==> src/rtl/cpctl_pkg.sv <==
package cpctl_pkg;

  // Clock select field encoding
  typedef enum logic [1:0] {
    CK_SLOW = 2'b00,
    CK_MID  = 2'b01,
    CK_FAST = 2'b10,
    CK_FST2 = 2'b11
  } clk_sel_e;

  // Bit positions within the register
  localparam int SEL_HI  = 7;
  localparam int SEL_LO  = 6;
  localparam int RST_BIT = 5;
  localparam int RUN_BIT = 4;
  localparam int RSV_HI  = 3;
  localparam int RSV_LO  = 2;
  localparam int I2_BIT  = 1;
  localparam int I3_BIT  = 0;

endpackage

==> src/rtl/cpctl_clkdiv.sv <==
module cpctl_clkdiv
  import cpctl_pkg::*;
#(
  parameter int DIV_SLOW = 8,
  parameter int DIV_MID  = 4,
  parameter int DIV_FAST = 2
) (
  input  logic       clk,
  input  logic       rst_n,
  input  logic [1:0] sel_req,
  output logic       tick
);
  localparam int CNT_W = (DIV_SLOW > 2) ? $clog2(DIV_SLOW) : 1;
  localparam logic [CNT_W-1:0] LIM_SLOW = CNT_W'(DIV_SLOW - 1);
  localparam logic [CNT_W-1:0] LIM_MID  = CNT_W'(DIV_MID - 1);
  localparam logic [CNT_W-1:0] LIM_FAST = CNT_W'(DIV_FAST - 1);

  logic [CNT_W-1:0] cnt;
  logic [CNT_W-1:0] lim;
  clk_sel_e         act_sel;

  always_comb begin
    case (act_sel)
      CK_SLOW: lim = LIM_SLOW;
      CK_MID:  lim = LIM_MID;
      default: lim = LIM_FAST;
    endcase
  end

  assign tick = (cnt == lim);

  // The ratio in use is reloaded only when a period completes
  always_ff @(posedge clk or negedge rst_n) begin
    if (!rst_n) begin
      cnt     <= '0;
      act_sel <= CK_SLOW;
    end else if (tick) begin
      cnt     <= '0;
      act_sel <= clk_sel_e'(sel_req);
    end else begin
      cnt <= cnt + 1'b1;
    end
  end


  cnt_in_range_chk: assert property (@(posedge clk) disable iff (!rst_n)
    cnt <= lim);


  sel_hold_chk: assert property (@(posedge clk) disable iff (!rst_n)
    !tick |=> $stable(act_sel));

endmodule

==> src/rtl/cpctl_irq.sv <==
module cpctl_irq (
  input  logic clk,
  input  logic rst_n,
  input  logic i2_set,
  input  logic i2_ack,
  input  logic i3_set,
  input  logic i3_clr,
  output logic i2_flag,
  output logic i3_flag
);

  // Coprocessor-bound flag: a host set outranks the acknowledge
  always_ff @(posedge clk or negedge rst_n) begin
    if (!rst_n)      i2_flag <= 1'b0;
    else if (i2_set) i2_flag <= 1'b1;
    else if (i2_ack) i2_flag <= 1'b0;
  end

  // Host-bound flag: a coprocessor set outranks the host clear
  always_ff @(posedge clk or negedge rst_n) begin
    if (!rst_n)      i3_flag <= 1'b0;
    else if (i3_set) i3_flag <= 1'b1;
    else if (i3_clr) i3_flag <= 1'b0;
  end


  i2_rise_src_chk: assert property (@(posedge clk) disable iff (!rst_n)
    $rose(i2_flag) |-> $past(i2_set));


  i2_ack_drop_chk: assert property (@(posedge clk) disable iff (!rst_n)
    (i2_ack && !i2_set) |=> !i2_flag);


  i3_rise_src_chk: assert property (@(posedge clk) disable iff (!rst_n)
    $rose(i3_flag) |-> $past(i3_set));


  i3_set_wins_chk: assert property (@(posedge clk) disable iff (!rst_n)
    i3_set |=> i3_flag);

endmodule

==> src/rtl/cpctl_ctl.sv <==
module cpctl_ctl (
  input  logic       clk,
  input  logic       rst_n,
  input  logic       wr_hit,
  input  logic [1:0] sel_in,
  input  logic       rst_req,
  input  logic       run_in,
  output logic [1:0] sel_q,
  output logic       run_q,
  output logic       rst_pulse
);

  always_ff @(posedge clk or negedge rst_n) begin
    if (!rst_n) begin
      sel_q <= 2'b00;
      run_q <= 1'b1;
    end else if (wr_hit) begin
      sel_q <= sel_in;
      run_q <= run_in;
    end
  end

  // One pulse per write that carries a 1 in the reset field
  always_ff @(posedge clk or negedge rst_n) begin
    if (!rst_n) rst_pulse <= 1'b0;
    else        rst_pulse <= wr_hit && rst_req;
  end


  run_hold_chk: assert property (@(posedge clk) disable iff (!rst_n)
    !wr_hit |=> $stable(run_q) && $stable(sel_q));


  no_stray_rst_chk: assert property (@(posedge clk) disable iff (!rst_n)
    !wr_hit |=> !rst_pulse);

endmodule

==> src/rtl/cpctl_top.sv <==
module cpctl_top
  import cpctl_pkg::*;
#(
  parameter int              ADDR_W   = 8,
  parameter logic [ADDR_W-1:0] REG_ADDR = 8'h0C,
  parameter int              DIV_SLOW = 8,
  parameter int              DIV_MID  = 4,
  parameter int              DIV_FAST = 2
) (
  input  logic              clk,
  input  logic              rst_n,
  input  logic [ADDR_W-1:0] reg_addr,
  input  logic              reg_wr,
  input  logic [7:0]        reg_wdata,
  output logic [7:0]        reg_rdata,
  output logic              host_clk_en,
  output logic              cop_rst,
  output logic              cop_clk_en,
  output logic              cop_irq2,
  input  logic              cop_irq2_ack,
  input  logic              cop_irq3_set,
  output logic              host_irq3
);

  logic       addr_hit;
  logic       wr_hit;
  logic [1:0] sel_q;
  logic       run_q;
  logic [7:0] rd_word;

  assign addr_hit = (reg_addr == REG_ADDR);
  assign wr_hit   = reg_wr && addr_hit;

  cpctl_ctl u_ctl (
    .clk       (clk),
    .rst_n     (rst_n),
    .wr_hit    (wr_hit),
    .sel_in    (reg_wdata[SEL_HI:SEL_LO]),
    .rst_req   (reg_wdata[RST_BIT]),
    .run_in    (reg_wdata[RUN_BIT]),
    .sel_q     (sel_q),
    .run_q     (run_q),
    .rst_pulse (cop_rst)
  );

  cpctl_clkdiv #(
    .DIV_SLOW (DIV_SLOW),
    .DIV_MID  (DIV_MID),
    .DIV_FAST (DIV_FAST)
  ) u_div (
    .clk     (clk),
    .rst_n   (rst_n),
    .sel_req (sel_q),
    .tick    (host_clk_en)
  );

  cpctl_irq u_irq (
    .clk     (clk),
    .rst_n   (rst_n),
    .i2_set  (wr_hit && reg_wdata[I2_BIT]),
    .i2_ack  (cop_irq2_ack),
    .i3_set  (cop_irq3_set),
    .i3_clr  (wr_hit && reg_wdata[I3_BIT]),
    .i2_flag (cop_irq2),
    .i3_flag (host_irq3)
  );

  assign cop_clk_en = run_q;

  always_comb begin
    rd_word                 = '0;
    rd_word[SEL_HI:SEL_LO]  = sel_q;
    rd_word[RST_BIT]        = !run_q;
    rd_word[RUN_BIT]        = run_q;
    rd_word[I2_BIT]         = cop_irq2;
    rd_word[I3_BIT]         = host_irq3;
  end

  assign reg_rdata = addr_hit ? rd_word : 8'h00;


  rsv_zero_chk: assert property (@(posedge clk) disable iff (!rst_n)
    (wr_hit && (reg_wdata[RSV_HI:RSV_LO] != 2'b00)) |=> (rd_word[RSV_HI:RSV_LO] == 2'b00));


  tick_spacing_chk: assert property (@(posedge clk) disable iff (!rst_n)
    host_clk_en |=> !host_clk_en);


  halt_flag_chk: assert property (@(posedge clk) disable iff (!rst_n)
    $fell(cop_clk_en) |-> rd_word[RST_BIT]);

endmodule

==> config.mk <==
export PLATFORM = sky130hd
export DESIGN_NAME = cpctl_top
export DESIGN_NICKNAME = d
export VERILOG_FILES = /design/src/rtl/cpctl_pkg.sv /design/src/rtl/cpctl_clkdiv.sv /design/src/rtl/cpctl_irq.sv /design/src/rtl/cpctl_ctl.sv /design/src/rtl/cpctl_top.sv
export SDC_FILE = /design/constraint.sdc
export NUM_CORES = 1
export LEC_CHECK = 0
export BUFFER_PORTS_ARGS = -buffer_cell sky130_fd_sc_hd__buf_2
export CELL_PAD_IN_SITES_DETAIL_PLACEMENT = 1
export CELL_PAD_IN_SITES_GLOBAL_PLACEMENT = 1
export CORE_MARGIN = 2
export CORE_UTILIZATION = 33
export DETAILED_ROUTE_END_ITERATION = 12
export PLACE_DENSITY_LB_ADDON = 0.1
export SLEW_MARGIN = 5
export SYNTH_ARGS = -nofsm -noshare
export SYNTH_HDL_FRONTEND = slang
export SYNTH_SLANG_ARGS = --single-unit
==> constraint.sdc <==
create_clock -name clk -period 2.6 [get_ports clk]
set_input_delay 0.65 -clock clk [delete_from_list [all_inputs] [get_ports clk]]
set_output_delay 0.65 -clock clk [all_outputs]
set_load 0.01 [all_outputs]
==> reports/metrics.cfg <==
[setup_path]
launch_instance_of_the_worst_register_to_register_path = u_div.cnt[1]
worstPathMaxFanout = 7
cp_common_cell = sky130_fd_sc_hd__buf_2
critical_path.reg2reg.endpoint = u_div.act_sel[0]
worst_ep_arrival_time_ns = 1.60
critical-path-slowest-cell = sky130_fd_sc_hd__nor4_4
endpoint_required_time_on_the_critical_path_ns = 1.95
path_class = primary input to primary output
critical_path.cell_chain = buf_2 > nor4_4 > and3_2 > nor2b_1 > buf_2
critical_path.max_stage_delay_ns = 0.28
start_kind = primary input
endpoint_kind = primary output
timing.reg2reg.worst_path_depth = 3
r2r_slack_ns = 1.27

[finish]
final_common_cell = sky130_fd_sc_hd__buf_2
final_cell_mix = sky130_fd_sc_hd__buf_2 (29), sky130_fd_sc_hd__dfrtp_1 (10), sky130_fd_sc_hd__and2_1 (6)
stdcell_count = 118
final_nets = 116
antenna_cells = 0
syn_to_final_growth_pct = 28.6
layout-drive-gt1-share_pct = 44.1
final_area_sq_um = 822

[synthesis]
synth-edff-count = 0
synth-seq-cells = 11
syn-cell-area_sq_um = 639
postSynth.asyncResetShare_pct = 100
synth_simple_gate_area_share_pct = 23.1
synth-seq-area-share_pct = 43.2
postSynthCellCount = 63
ys.warnings.count = 0
synth_top_flop_cell = sky130_fd_sc_hd__dfrtp_1
post_synth_xor_area_fraction_pct = 1.37
synth_adder_area_share_pct = 1.96
synth.avg_cell_area_sq_um = 10.1
yosys-mux-area-fraction_pct = 5.28
synth.distinct_cells = 33
synth_compound_area_share_pct = 17.8
dominant_combinational_cell_family_by_area_after_synthesis = simple AND/OR/NAND/NOR gates

[timing]
layout_min_cycle_time_ns = 2.25
achievable-frequency_mhz = 444
setup_repair_after_global_routing_missed_its_margin = no
layout_worst_path_cycle_share_pct = 86.7
finalHoldWorstSlack_ns = 0.248
final_worst_slack_ns = 0.346
finalSetupTns_ns = 0
slew_violations = 0
setup_viol_count_final = 0
finClkSkew_ns = 0.00479
final_hold_vio_count = 0

[clocking]
postCtsSetupBuffers = 0
htreeDepth = 1
cts.reportedPaths.clkPinSlew_ns = 0.07
postCtsHoldBufs = 0
root_buffer = sky130_fd_sc_hd__clkbuf_4
clock_insertion_delay_worst_skew_ns = 0.26
clockBufferDepth = 2
numCtsBuffers = 3
tritoncts = done
clk_sinks = 11
cts_repair_resize_count = 0

[pwr]
power_leakage_uw = 0.000441
power_frac_clock_pct = 26.9
max-vdd-ir-drop_mv = 0.352
internal-power_uw = 290
power_density_nw_per_um2 = 508
combPwrFrac_pct = 20.3
p_seq_share_pct = 52.8
power.switching_fraction_pct = 30.6
total_switching_power_uw = 128

[drt]
vias_per_cell = 4.93
post-route-drc-count = 0
vias = 582
firstDrtPassIters = 4
detailedRoute.firstIterationViolations = 4
wl_um = 1490
routed_len_inst_um = 12.6
number_of_routed_nets_with_antenna_violations = 0

[grt]
remaining_global_route_overflow = 0
via_count_of_the_first_global_routing_pass = 523
global_route_wire_length_before_repair_um = 2370
global_route.usage.total_pct = 15.0
grt_max_degree = 12
antenna_found_initial = 0

[die]
initial_core_util_pct = 35.9
die_w_um = 48.0
die-height_um = 48.0
fp-row-count = 15
core_area_sq_um = 1780
design.portCount = 34
die_area_sq_um = 2310

[place]
finalWeightedCongestion = 0.690
hpwlAfterDp_um = 1210
dp_cells = 114
port_buffers = 29
detailed_place.area_sq_um = 796
dpl_worst_slack_ns = 0.332

[worst_hold_path]
hp-class = primary input to asynchronous set/reset pin

[status]
run_status = completed

[job]
max_cap_violations = 0

## layer usage
| layer | vias up | share of wire (%) | global-route usage (%) |
|---|---|---|---|
| li1 | 282 | - | - |
| met1 | 288 | 49 | 19.8 |
| met2 | 12 | 48 | 24.3 |
| met3 | 0 | 3.4 | 5.66 |
| met4 | 0 | 0 | 1.62 |
| met5 | - | 0 | 0 |
## worst max-delay path, delay by kind of cell
family | cells | cell delay (ns)
buffers and inverters | 2 | 0.25
AND/OR/NAND/NOR | 3 | 0.70
## cells by family after synthesis
logic type	after synthesis
other	1
adder cells (fa/ha/maj)	1
XOR/XNOR	1
multiplexers	3
flip-flops	11
AND/OR/NAND/NOR	21
AO/OA/AOI/OAI	16
buffers and inverters	9
## layout make-up
cell class,instances,area [sq um]
multi-input combinational,44,324
tap,25,31.3
sequential,11,277
clock buffer,4,26.3
inverter,5,18.8
timing repair buffer,29,145
fill,220,961
## how the worst max path moves through the flow
stage,from,slack [ns],depth (start not counted),to
floorplan,reg_addr[5],0.57,3,reg_rdata[5]
finish,reg_addr[5],0.35,5,reg_rdata[5]
global placement,reg_addr[5],0.33,5,reg_rdata[5]
CTS,reg_addr[5],0.33,5,reg_rdata[5]
global route,reg_addr[5],0.25,5,reg_rdata[5]
detailed placement,reg_addr[5],0.33,5,reg_rdata[5]
## synth_stat cells, drive strengths merged (2+ instances only)
cell	number	area, sq um
dfrtp	10	250
and2	6	37.5
inv	5	18.8
a21oi	4	20.0
buf	4	23.8
and3	3	20.0
mux2	3	33.8
nand2	3	11.3
a31oi	2	12.5
nand2b	2	12.5
nor2b	2	12.5
## through the flow
stage	power (uW)	util (%)
after floorplan	272	-
final	418	46.1
after global placement	306	44.6
after detailed placement	308	44.6
after CTS	423	46.1
after global routing	445	46.1
## registers in the layout, indices dropped and copies added (netlist names)
| name | count |
|---|---|
| u_ctl.run_q | 1 |
| u_ctl.sel_q | 2 |
| u_div.act_sel | 2 |
| u_irq.i2_flag | 1 |
| u_irq.i3_flag | 1 |
| u_ctl.rst_pulse | 1 |
| u_div.cnt | 3 |
## power groups by stage
| stage | clock [uW] | sequential, uW | combinational (uW) |
|---|---|---|---|
| 6_report | 112 | 220 | 84.7 |
| 5_1_grt | 125 | 224 | 95.5 |
| 4_1_cts | 118 | 220 | 85.3 |
| 3_5_place_dp | 0 | 224 | 84.5 |
| 3_3_place_gp | 0 | 223 | 83.1 |
| 2_1_floorplan | 0 | 204 | 67.7 |
No activity file was read; power rests on OpenSTA's default activity.
